<file path="src/rtl/msi_bank_pkg.sv">
`timescale 1ns/1ps
package msi_bank_pkg;
  localparam int REG_AW = 8;

  // register byte offsets
  localparam logic [REG_AW-1:0] OFF_SIZE     = 8'h60;
  localparam logic [REG_AW-1:0] OFF_BASE_ALT = 8'h64;
  localparam logic [REG_AW-1:0] OFF_BASE     = 8'h68;
  localparam logic [REG_AW-1:0] OFF_PEND0    = 8'h6c;
  localparam logic [REG_AW-1:0] OFF_EN0      = 8'h8c;
  localparam logic [REG_AW-1:0] OFF_MASK     = 8'hb4;

  function automatic logic [REG_AW-1:0] word_off(input logic [REG_AW-1:0] first, input int idx);
    return first + REG_AW'(idx * 4);
  endfunction
endpackage

</file>
<file path="src/rtl/msi_window_match.sv">
`timescale 1ns/1ps
module msi_window_match #(
  parameter int ADDR_W     = 32,
  parameter int SZ_W       = 8,
  parameter int PAGE_SHIFT = 12
) (
  input  logic [ADDR_W-1:0] addr,
  input  logic [ADDR_W-1:0] base,
  input  logic [SZ_W-1:0]   pages,
  output logic              hit
);
  localparam int EXT_W = ADDR_W + SZ_W + PAGE_SHIFT + 1;

  logic [EXT_W-1:0] addr_x;
  logic [EXT_W-1:0] base_x;
  logic [EXT_W-1:0] span_x;
  logic [EXT_W-1:0] limit_x;

  // widened compare: the upper bound never wraps
  always_comb begin
    addr_x  = EXT_W'(addr);
    base_x  = EXT_W'(base);
    span_x  = EXT_W'(pages) << PAGE_SHIFT;
    limit_x = base_x + span_x;
    hit     = (addr_x >= base_x) && (addr_x < limit_x);
  end
endmodule

</file>
<file path="src/rtl/msi_vec_decode.sv">
`timescale 1ns/1ps
module msi_vec_decode #(
  parameter int NUM_WORDS = 8,
  parameter int WORD_W    = 32,
  parameter int DATA_W    = 32
) (
  input  logic                          fire,
  input  logic [DATA_W-1:0]             data,
  input  logic [NUM_WORDS*WORD_W-1:0]   en_flat,
  output logic [NUM_WORDS*WORD_W-1:0]   set_flat
);
  localparam int NUM_VEC = NUM_WORDS * WORD_W;
  localparam int IDX_W   = $clog2(NUM_VEC);

  logic             in_range;
  logic [IDX_W-1:0] idx;

  always_comb begin
    in_range = (data >> IDX_W) == '0;
    idx      = data[IDX_W-1:0];
  end

  for (genvar v = 0; v < NUM_VEC; v++) begin : g_vec
    assign set_flat[v] = fire && in_range && (idx == IDX_W'(v)) && en_flat[v];
  end
endmodule

</file>
<file path="src/rtl/msi_status_word.sv">
`timescale 1ns/1ps
module msi_status_word #(
  parameter int WORD_W = 32
) (
  input  logic              clk,
  input  logic              rst_n,
  input  logic [WORD_W-1:0] set_bits,
  input  logic              clr_we,
  input  logic [WORD_W-1:0] clr_bits,
  input  logic              en_we,
  input  logic [WORD_W-1:0] en_bits,
  output logic [WORD_W-1:0] pend_q,
  output logic [WORD_W-1:0] en_q
);
  logic [WORD_W-1:0] pend_d;
  logic [WORD_W-1:0] clr_mask;
  logic              pend_ce;

  // clear first, then set: a same-cycle set survives
  always_comb begin
    clr_mask = clr_we ? clr_bits : '0;
    pend_d   = (pend_q & ~clr_mask) | set_bits;
    pend_ce  = clr_we | (|set_bits);
  end

  always_ff @(posedge clk or negedge rst_n) begin
    if (!rst_n) begin
      pend_q <= '0;
      en_q   <= '0;
    end else begin
      if (pend_ce) pend_q <= pend_d;
      if (en_we)   en_q   <= en_bits;
    end
  end
endmodule

</file>
<file path="src/rtl/msi_vec_bank.sv">
`timescale 1ns/1ps
module msi_vec_bank
  import msi_bank_pkg::*;
#(
  parameter int ADDR_W     = 32,
  parameter int DATA_W     = 32,
  parameter int NUM_WORDS  = 8,
  parameter int SZ_W       = 8,
  parameter int PAGE_SHIFT = 12
) (
  input  logic              clk,
  input  logic              rst_n,
  input  logic              msi_wr_valid,
  input  logic [ADDR_W-1:0] msi_wr_addr,
  input  logic [DATA_W-1:0] msi_wr_data,
  input  logic              reg_wr,
  input  logic [REG_AW-1:0] reg_addr,
  input  logic [DATA_W-1:0] reg_wdata,
  output logic [DATA_W-1:0] reg_rdata,
  output logic              irq_o
);
  localparam int WORD_W  = DATA_W;
  localparam int NUM_VEC = NUM_WORDS * WORD_W;

  logic [ADDR_W-1:0] base_q, base_d;
  logic [SZ_W-1:0]   size_q, size_d;
  logic              mask_q, mask_d;
  logic              base_we, size_we, mask_we;
  logic              win_hit;
  logic              irq_d;

  logic [NUM_VEC-1:0] set_flat;
  logic [NUM_VEC-1:0] pend_flat;
  logic [NUM_VEC-1:0] en_flat;
  logic [WORD_W-1:0]  pend_w [NUM_WORDS];
  logic [WORD_W-1:0]  en_w   [NUM_WORDS];
  logic [NUM_WORDS-1:0] pend_we;
  logic [NUM_WORDS-1:0] en_we;

  // control register decode
  always_comb begin
    base_we = reg_wr && ((reg_addr == OFF_BASE) || (reg_addr == OFF_BASE_ALT));
    size_we = reg_wr && (reg_addr == OFF_SIZE);
    mask_we = reg_wr && (reg_addr == OFF_MASK);
    base_d  = reg_wdata[ADDR_W-1:0];
    size_d  = reg_wdata[SZ_W-1:0];
    mask_d  = reg_wdata[0];
  end

  always_ff @(posedge clk or negedge rst_n) begin
    if (!rst_n) begin
      base_q <= '0;
      size_q <= '0;
      mask_q <= 1'b0;
    end else begin
      if (base_we) base_q <= base_d;
      if (size_we) size_q <= size_d;
      if (mask_we) mask_q <= mask_d;
    end
  end

  msi_window_match #(
    .ADDR_W    (ADDR_W),
    .SZ_W      (SZ_W),
    .PAGE_SHIFT(PAGE_SHIFT)
  ) u_win (
    .addr (msi_wr_addr),
    .base (base_q),
    .pages(size_q),
    .hit  (win_hit)
  );

  msi_vec_decode #(
    .NUM_WORDS(NUM_WORDS),
    .WORD_W   (WORD_W),
    .DATA_W   (DATA_W)
  ) u_dec (
    .fire    (msi_wr_valid && win_hit),
    .data    (msi_wr_data),
    .en_flat (en_flat),
    .set_flat(set_flat)
  );

  for (genvar i = 0; i < NUM_WORDS; i++) begin : g_word
    assign pend_we[i] = reg_wr && (reg_addr == word_off(OFF_PEND0, i));
    assign en_we[i]   = reg_wr && (reg_addr == word_off(OFF_EN0, i));

    msi_status_word #(.WORD_W(WORD_W)) u_word (
      .clk     (clk),
      .rst_n   (rst_n),
      .set_bits(set_flat[i*WORD_W +: WORD_W]),
      .clr_we  (pend_we[i]),
      .clr_bits(reg_wdata),
      .en_we   (en_we[i]),
      .en_bits (reg_wdata),
      .pend_q  (pend_w[i]),
      .en_q    (en_w[i])
    );

    assign pend_flat[i*WORD_W +: WORD_W] = pend_w[i];
    assign en_flat[i*WORD_W +: WORD_W]   = en_w[i];
  end

  // read mux
  always_comb begin
    reg_rdata = '0;
    if ((reg_addr == OFF_BASE) || (reg_addr == OFF_BASE_ALT)) reg_rdata = DATA_W'(base_q);
    if (reg_addr == OFF_SIZE) reg_rdata = DATA_W'(size_q);
    if (reg_addr == OFF_MASK) reg_rdata = DATA_W'(mask_q);
    for (int i = 0; i < NUM_WORDS; i++) begin
      if (reg_addr == word_off(OFF_PEND0, i)) reg_rdata = pend_w[i];
      if (reg_addr == word_off(OFF_EN0, i))   reg_rdata = en_w[i];
    end
  end

  // summary interrupt
  always_comb irq_d = mask_q && (|(pend_flat & en_flat));

  always_ff @(posedge clk or negedge rst_n) begin
    if (!rst_n) irq_o <= 1'b0;
    else        irq_o <= irq_d;
  end
endmodule

</file>
<file path="config.mk">
export PLATFORM = sky130hd
export DESIGN_NAME = msi_vec_bank
export DESIGN_NICKNAME = d
export VERILOG_FILES = /design/src/rtl/msi_bank_pkg.sv /design/src/rtl/msi_window_match.sv /design/src/rtl/msi_vec_decode.sv /design/src/rtl/msi_status_word.sv /design/src/rtl/msi_vec_bank.sv
export SDC_FILE = /design/constraint.sdc
export NUM_CORES = 1
export LEC_CHECK = 0
export ABC_AREA = 1
export CAP_MARGIN = 20
export CELL_PAD_IN_SITES_DETAIL_PLACEMENT = 0
export CELL_PAD_IN_SITES_GLOBAL_PLACEMENT = 1
export CORE_UTILIZATION = 49
export CTS_CLUSTER_DIAMETER = 100
export DETAILED_ROUTE_END_ITERATION = 10
export GPL_TIMING_DRIVEN = 0
export PLACE_DENSITY_LB_ADDON = 0.1
export SLEW_MARGIN = 20
export SYNTH_ARGS = -nofsm -noshare
export SYNTH_HDL_FRONTEND = slang
export SYNTH_SLANG_ARGS = --single-unit
</file>
<file path="constraint.sdc">
create_clock -name clk -period 7.1 [get_ports clk]
set_input_delay 1.065 -clock clk [delete_from_list [all_inputs] [get_ports clk]]
set_output_delay 1.065 -clock clk [all_outputs]
set_load 0.05 [all_outputs]
</file>
# Word level (Yosys, flattened, before mapping)
# Index checks and enable logic that the tools add are counted.
# Widths: inputs -> output; s select.
word_totals:
  reg_bits: 554
  in_bits: 108
  out_inout_bits: 33
  elab_cells: 905
op_classes:
  addsub: 1
  order_cmp: 2
  n_eq_ne: 275
  muxes: 27
  bitwise: 33
  n_reduce_logical: 547
ops:
  columns: ["operator", "count"]
  rows:
  - ["$eq 8x8->1 const B", 140]
  - ["$mux 32", 27]
  - ["$eq 8x7->1 const B", 72]
  - ["$logic_and 1x1->1", 535]
  - ["$and 256x256->256", 1]
  - ["$and 32x32->32", 8]
  - ["$eq 8x6->1 const B", 32]
  - ["$not 32->32", 8]
  - ["$or 32x32->32", 8]
  - ["$reduce_or 256->1", 1]
  - ["$reduce_or 32->1", 8]
  - ["$eq 8x5->1 const B", 16]
  - ["$eq 8x4->1 const B", 8]
  - ["$lt 32x53->1", 1]
  - ["$add 32x20->33", 1]
  - ["$eq 8x3->1 const B", 4]
  - ["$ge 32x32->1", 1]
  - ["$logic_not 32->1", 1]
  - ["$eq 8x2->1 const B", 2]
  - ["$eq 8x1->1 const B", 1]
  - ["$logic_not 8->1", 1]
  - ["$or 1x1->1", 8]
  - ["$logic_or 1x1->1", 1]

# Longest topological paths before layout
depth:
  depth_word: 21
  depth_mapped: 23
  depth_no_buf: 21

# By module
# A second synthesis with hierarchy kept.
unflattened:
  hier_cells: 4873
  area_unflattened_um2: 33998.9
modules_own_cells:
  columns: ["mod", "n_inst", "cells_each", "area_per_inst_um2", "seq_area_each_um2"]
  rows:
  - ["msi_status_word", 8, 298, 2628.8, 1601.5]
  - ["msi_vec_bank", 1, 1498, 7732.4, 1051.0]
  - ["msi_vec_decode", 1, 663, 3170.5, 0.0]
  - ["msi_window_match", 1, 328, 2065.7, 0.0]

# Least setup slack after synthesis
# OpenSTA, ideal clock, no wires.
synth_timing:
  path_type: "in2out"
  startpoint: "input reg_addr[0]"
  endpoint: "output reg_rdata[30]"
  t_arrival_ns: 2.901
  t_required_ns: 6.035
  setup_slack_ns: 3.134
  path_stages: 14
  path_buffers: 1
  cell_sequence: "inv_1 > nand2_1 > nor2_1 > nand2_1 > clkinv_1 > buf_2 > nand2_1 > nand4_1 > nor3_1 > nand3_1 > nor3_1 > nand4_1 > nor2_1 > nand4_1"
synth_between:
  elab_chain_cells: 21
  word_cells_on_any_way: 40
  cone_classes: "20 x eq/ne; 19 x mux; 1 x reduce/logical"
synth_rtl:
  columns: ["element", "line_no", "text"]
  rows:
  - ["from (decl)", "msi_vec_bank.sv:17", "input logic [REG_AW-1:0] reg_addr,"]
  - ["$eq 8x7->1", "msi_vec_bank.sv:107", "if ((reg_addr == OFF_BASE) || (reg_addr == OFF_BASE_ALT)) reg_rdata = DATA_W'(base_q);"]
  - ["$logic_or 1x1->1", "msi_vec_bank.sv:107", null]
  - ["$mux 32", "msi_vec_bank.sv:107", null]
  - ["$mux 32", "msi_vec_bank.sv:108", "if (reg_addr == OFF_SIZE) reg_rdata = DATA_W'(size_q);"]
  - ["$mux 32", "msi_vec_bank.sv:109", "if (reg_addr == OFF_MASK) reg_rdata = DATA_W'(mask_q);"]
  - ["$mux 32", "msi_vec_bank.sv:111", "if (reg_addr == word_off(OFF_PEND0, i)) reg_rdata = pend_w[i];"]
  - ["$mux 32", "msi_vec_bank.sv:112", "if (reg_addr == word_off(OFF_EN0, i)) reg_rdata = en_w[i];"]
  - ["$mux 32", "msi_vec_bank.sv:111", null]
  - ["[... 5 more ...]", null, null]
  - ["$mux 32", "msi_vec_bank.sv:111", null]
  - ["$mux 32", "msi_vec_bank.sv:112", null]
  - ["$mux 32", "msi_vec_bank.sv:111", null]
  - ["$mux 32", "msi_vec_bank.sv:112", null]
  - ["$mux 32", "msi_vec_bank.sv:111", null]
  - ["$mux 32", "msi_vec_bank.sv:112", null]
  - ["$mux 32", "msi_vec_bank.sv:111", null]
  - ["$mux 32 *", "msi_vec_bank.sv:112", null]
  - ["to (decl)", "msi_vec_bank.sv:19", "output logic [DATA_W-1:0] reg_rdata,"]
# Mark *: on every way between the ends. The rest lies on a longest branch, timed or not.

# Worst setup path in the final report
layout_timing:
  startpoint: "input reg_addr[1]"
  endpoint: "output reg_rdata[2]"
# The elaborated chain is that of the path after synthesis.

==> impl_metrics.ini <==
[run_status]
status = complete, no violations

[pwr]
p_seq_share_pct = 47.6
p_leak_nw = 15.75
power.share.switching_pct = 26.20
pwr_density_cell_nw_per_um2 = 201.7
vdd_drop_max_mv = 0.2130
net-switching-power_w = 0.001836
p_int_w = 0.005171
comb_power_share_pct = 8.1
pwr-share-clk_pct = 44.3

[synthesis]
syn-cell-area_um2 = 30300
synthCells = 4102
synthMuxAreaShare_pct = 0
synth.distinct_cells = 47
synth-seq-area-share_pct = 45.75
synthAdderAreaFrac_pct = 2.543
synth-simple-area-share_pct = 30.27
synth_xor_area_share_pct = 0.4046
synth-compound-area-share_pct = 13.95
synth_most_common_cell = nand2_1
synth_seq_cells = 554
synthTopCellsByArea = dfrtp_1 (46%), nand2_1 (17%), o21ai_0 (10%)
synthArstFlopShare_pct = 100.0
synth_top_area_share_pct = 45.75
synthTopCellsByCount = nand2_1 (1,348), o21ai_0 (609), dfrtp_1 (554), inv_1 (308), nor2_1 (289)
synth_area_leader_cell = dfrtp_1
syn_nets = 4271
synth_edf_count = 0
yosys_warnings = 0
synth_top_family_by_area = simple AND/OR/NAND/NOR gates
syn_avg_cell_area_um2 = 7.388
synth_flop_cell = dfrtp_1

[critical_path]
cp.arrival_ns = 5.38
worstSetupEndpointType = output pin
worstSetupStartpointType = input pin
crit_fanout = 9
critical_path_class = in -> out
cp.required_ns = 6.03

[sta]
finalClockSkew_ns = 0.02741
fmax_mhz = 155.2
timing.setup.tns_ns = 0
period_needed_ns = 6.443
slew_headroom_pct = 15.41
setup_viol = 0
worst_pin_slew_ns = 1.269
rsz0062_at_grt = no
hold_viol = 0
maxSlewViolCount = 0
finalCritPeriodShare_pct = 90.75

[clock_network]
cts_buffers = 60
h-tree-depth = 2
postCtsHoldBufs = 0
clk_pin_slew_ns = 0.06
clock_latency_ns = 0.65
post_cts_buffers = 0
cts-root-buf = clkbuf_16
cts_buffer_depth = 3
cts_num_sinks = 554
tritoncts = built
cts_resized = 0

[floorplan]
ios = 141
die_height_um = 250.7
rows = 90
start_util_pct = 49.93
dieWidth_um = 250.7
dieArea_um2 = 62840
core_um2 = 60700

[detailed_routing]
first_pass_iters = 6
route.detailed.drc = 0
drt-wirelength-per-cell_um = 24.51
drtIter0Drc = 3840
wirelength_um = 125800
ant_nets = 0
routed_via_density = 5.962
vias = 30600

[placement]
gp_congestion = 0.9741
placed_cells = 5029
dp_hpwl_um = 96040
io_buffers = 139

[global_routing]
grt_pass1_wl_um = 183900
track_usage_pct = 40.03
grt_pass1_vias = 28420
grt_overflow = 0
grt_max_degree = 97
antenna_found_initial = 2

[cells_and_area]
drive_gt1_share_pct = 3.518
area_growth_pct = 14.64
nets = 4478
fin_cells = 5133

[min_path]
hp-class = in -> async

[run]
drv_cap = 0
[sequential cells by signal, summed over array words and instances (netlist names)]
signal                flops
mask_q                    1
irq_o                     1
base_q                   32
size_q                    8
g_word.u_word.pend_q    256
g_word.u_word.en_q      256
[cell type report]
cell class	instances	area, um^2
antenna	2	5.005
buffer	220	975.9
clock buffer	89	1782
clock inverter	13	97.59
fill	6017	25960
inverter	314	1179
multi-input combinational	3014	14300
sequential	554	13860
tap	782	978.4
timing repair buffer	145	1562
[stage by stage]
stage                     util [%]  worst slack, ns  instance area, um^2  power [W]  hold WS (ns)
final                        57.24           0.6570                34740   0.007008        0.3170
after CTS                    57.23           0.7808                34730   0.006999        0.3355
after global placement       53.83           -20.80                32670   0.003940        0.4662
after floorplan                  -            3.134                30300   0.003625        0.4530
after global routing         57.23           0.5013                34730   0.007189        0.3588
after detailed placement     54.13           0.7963                32850   0.003951        0.4726
[worst max-delay path: stages]
cell and delay, ns:
clkdlybuf4s50_1 0.42, nor2_1 0.22, nand3_1 0.32, nor2_1 0.88, clkinv_1 0.72, nor2_1 0.26
nor3_1 0.10, nand4_1 0.10, nor2_1 0.07, nand4_1 0.10, nor2_1 0.08, nand4_1 0.10
nand2_1 0.06, nand2_1 0.07, clkdlybuf4s50_1 0.80
[metal layers]
| layer | track usage, % | wire, um |
|---|---|---|
| met4 | 17.41 | 6100 |
| met5 | 0 | 19 |
| met2 | 60.84 | 55030 |
| met1 | 55.49 | 51860 |
| met3 | 8.054 | 12800 |
[layout by cell type, fill, tap and decap left out, types with 12 or more instances in the layout]
master and n:
clkdlybuf4s50_1 138, ha_1 60, clkbuf_8 15, xor2_1 12
nor3b_1 75, a221oi_1 34, nor3_1 149, nand2_1 1348
clkbuf_1 191, o21ai_0 609, nand4_1 107, inv_1 308
dfrtp_1 554, a22o_1 42, buf_4 18, nand3_1 168
a21oi_1 57, clkbuf_16 61, nor2_1 288
[kinds of logic after synthesis]
kind of cell               count (synthesis)
AOI/OAI and AO/OA                        772
xor gates and xnor gates                  14
adders and majority gates                 61
buffers and inverters                    534
DFF                                      554
and+or+nand+nor                         2167
[worst paths after layout]
| check | start | end | slack (ns) | depth (start not counted) |
|---|---|---|---|---|
| worst max-delay path | reg_addr[1] | reg_rdata[2] | 0.66 | 15 |
| worst max register to register | base_q[12]$_DFFE_PN0P_ | g_word[2].u_word.pend_q[26]$_DFFE_PN0P_ | 2.46 | 20 |
| worst min register to register | g_word[2].u_word.en_q[3]$_DFFE_PN0P_ | g_word[2].u_word.en_q[3]$_DFFE_PN0P_ | 0.49 | 2 |
| worst min-delay path | rst_n | base_q[7]$_DFFE_PN0P_ | 0.32 | 1 |
| max in group asynchronous | rst_n | g_word[7].u_word.en_q[26]$_DFFE_PN0P_ | 5.06 | 4 |
| min in group clk | g_word[2].u_word.en_q[3]$_DFFE_PN0P_ | g_word[2].u_word.en_q[3]$_DFFE_PN0P_ | 0.49 | 2 |
[power groups by stage]
stage	Sequential, W	Clock [W]	Combinational [W]
3_3_place_gp	0.00340	0	0.000543
6_report	0.00334	0.00311	0.000565
5_1_grt	0.00335	0.00322	0.000624
4_1_cts	0.00333	0.00310	0.000563
3_5_place_dp	0.00339	0	0.000562
2_1_floorplan	0.00336	0	0.000262
Note: power is estimated with default switching activity, not from simulation.
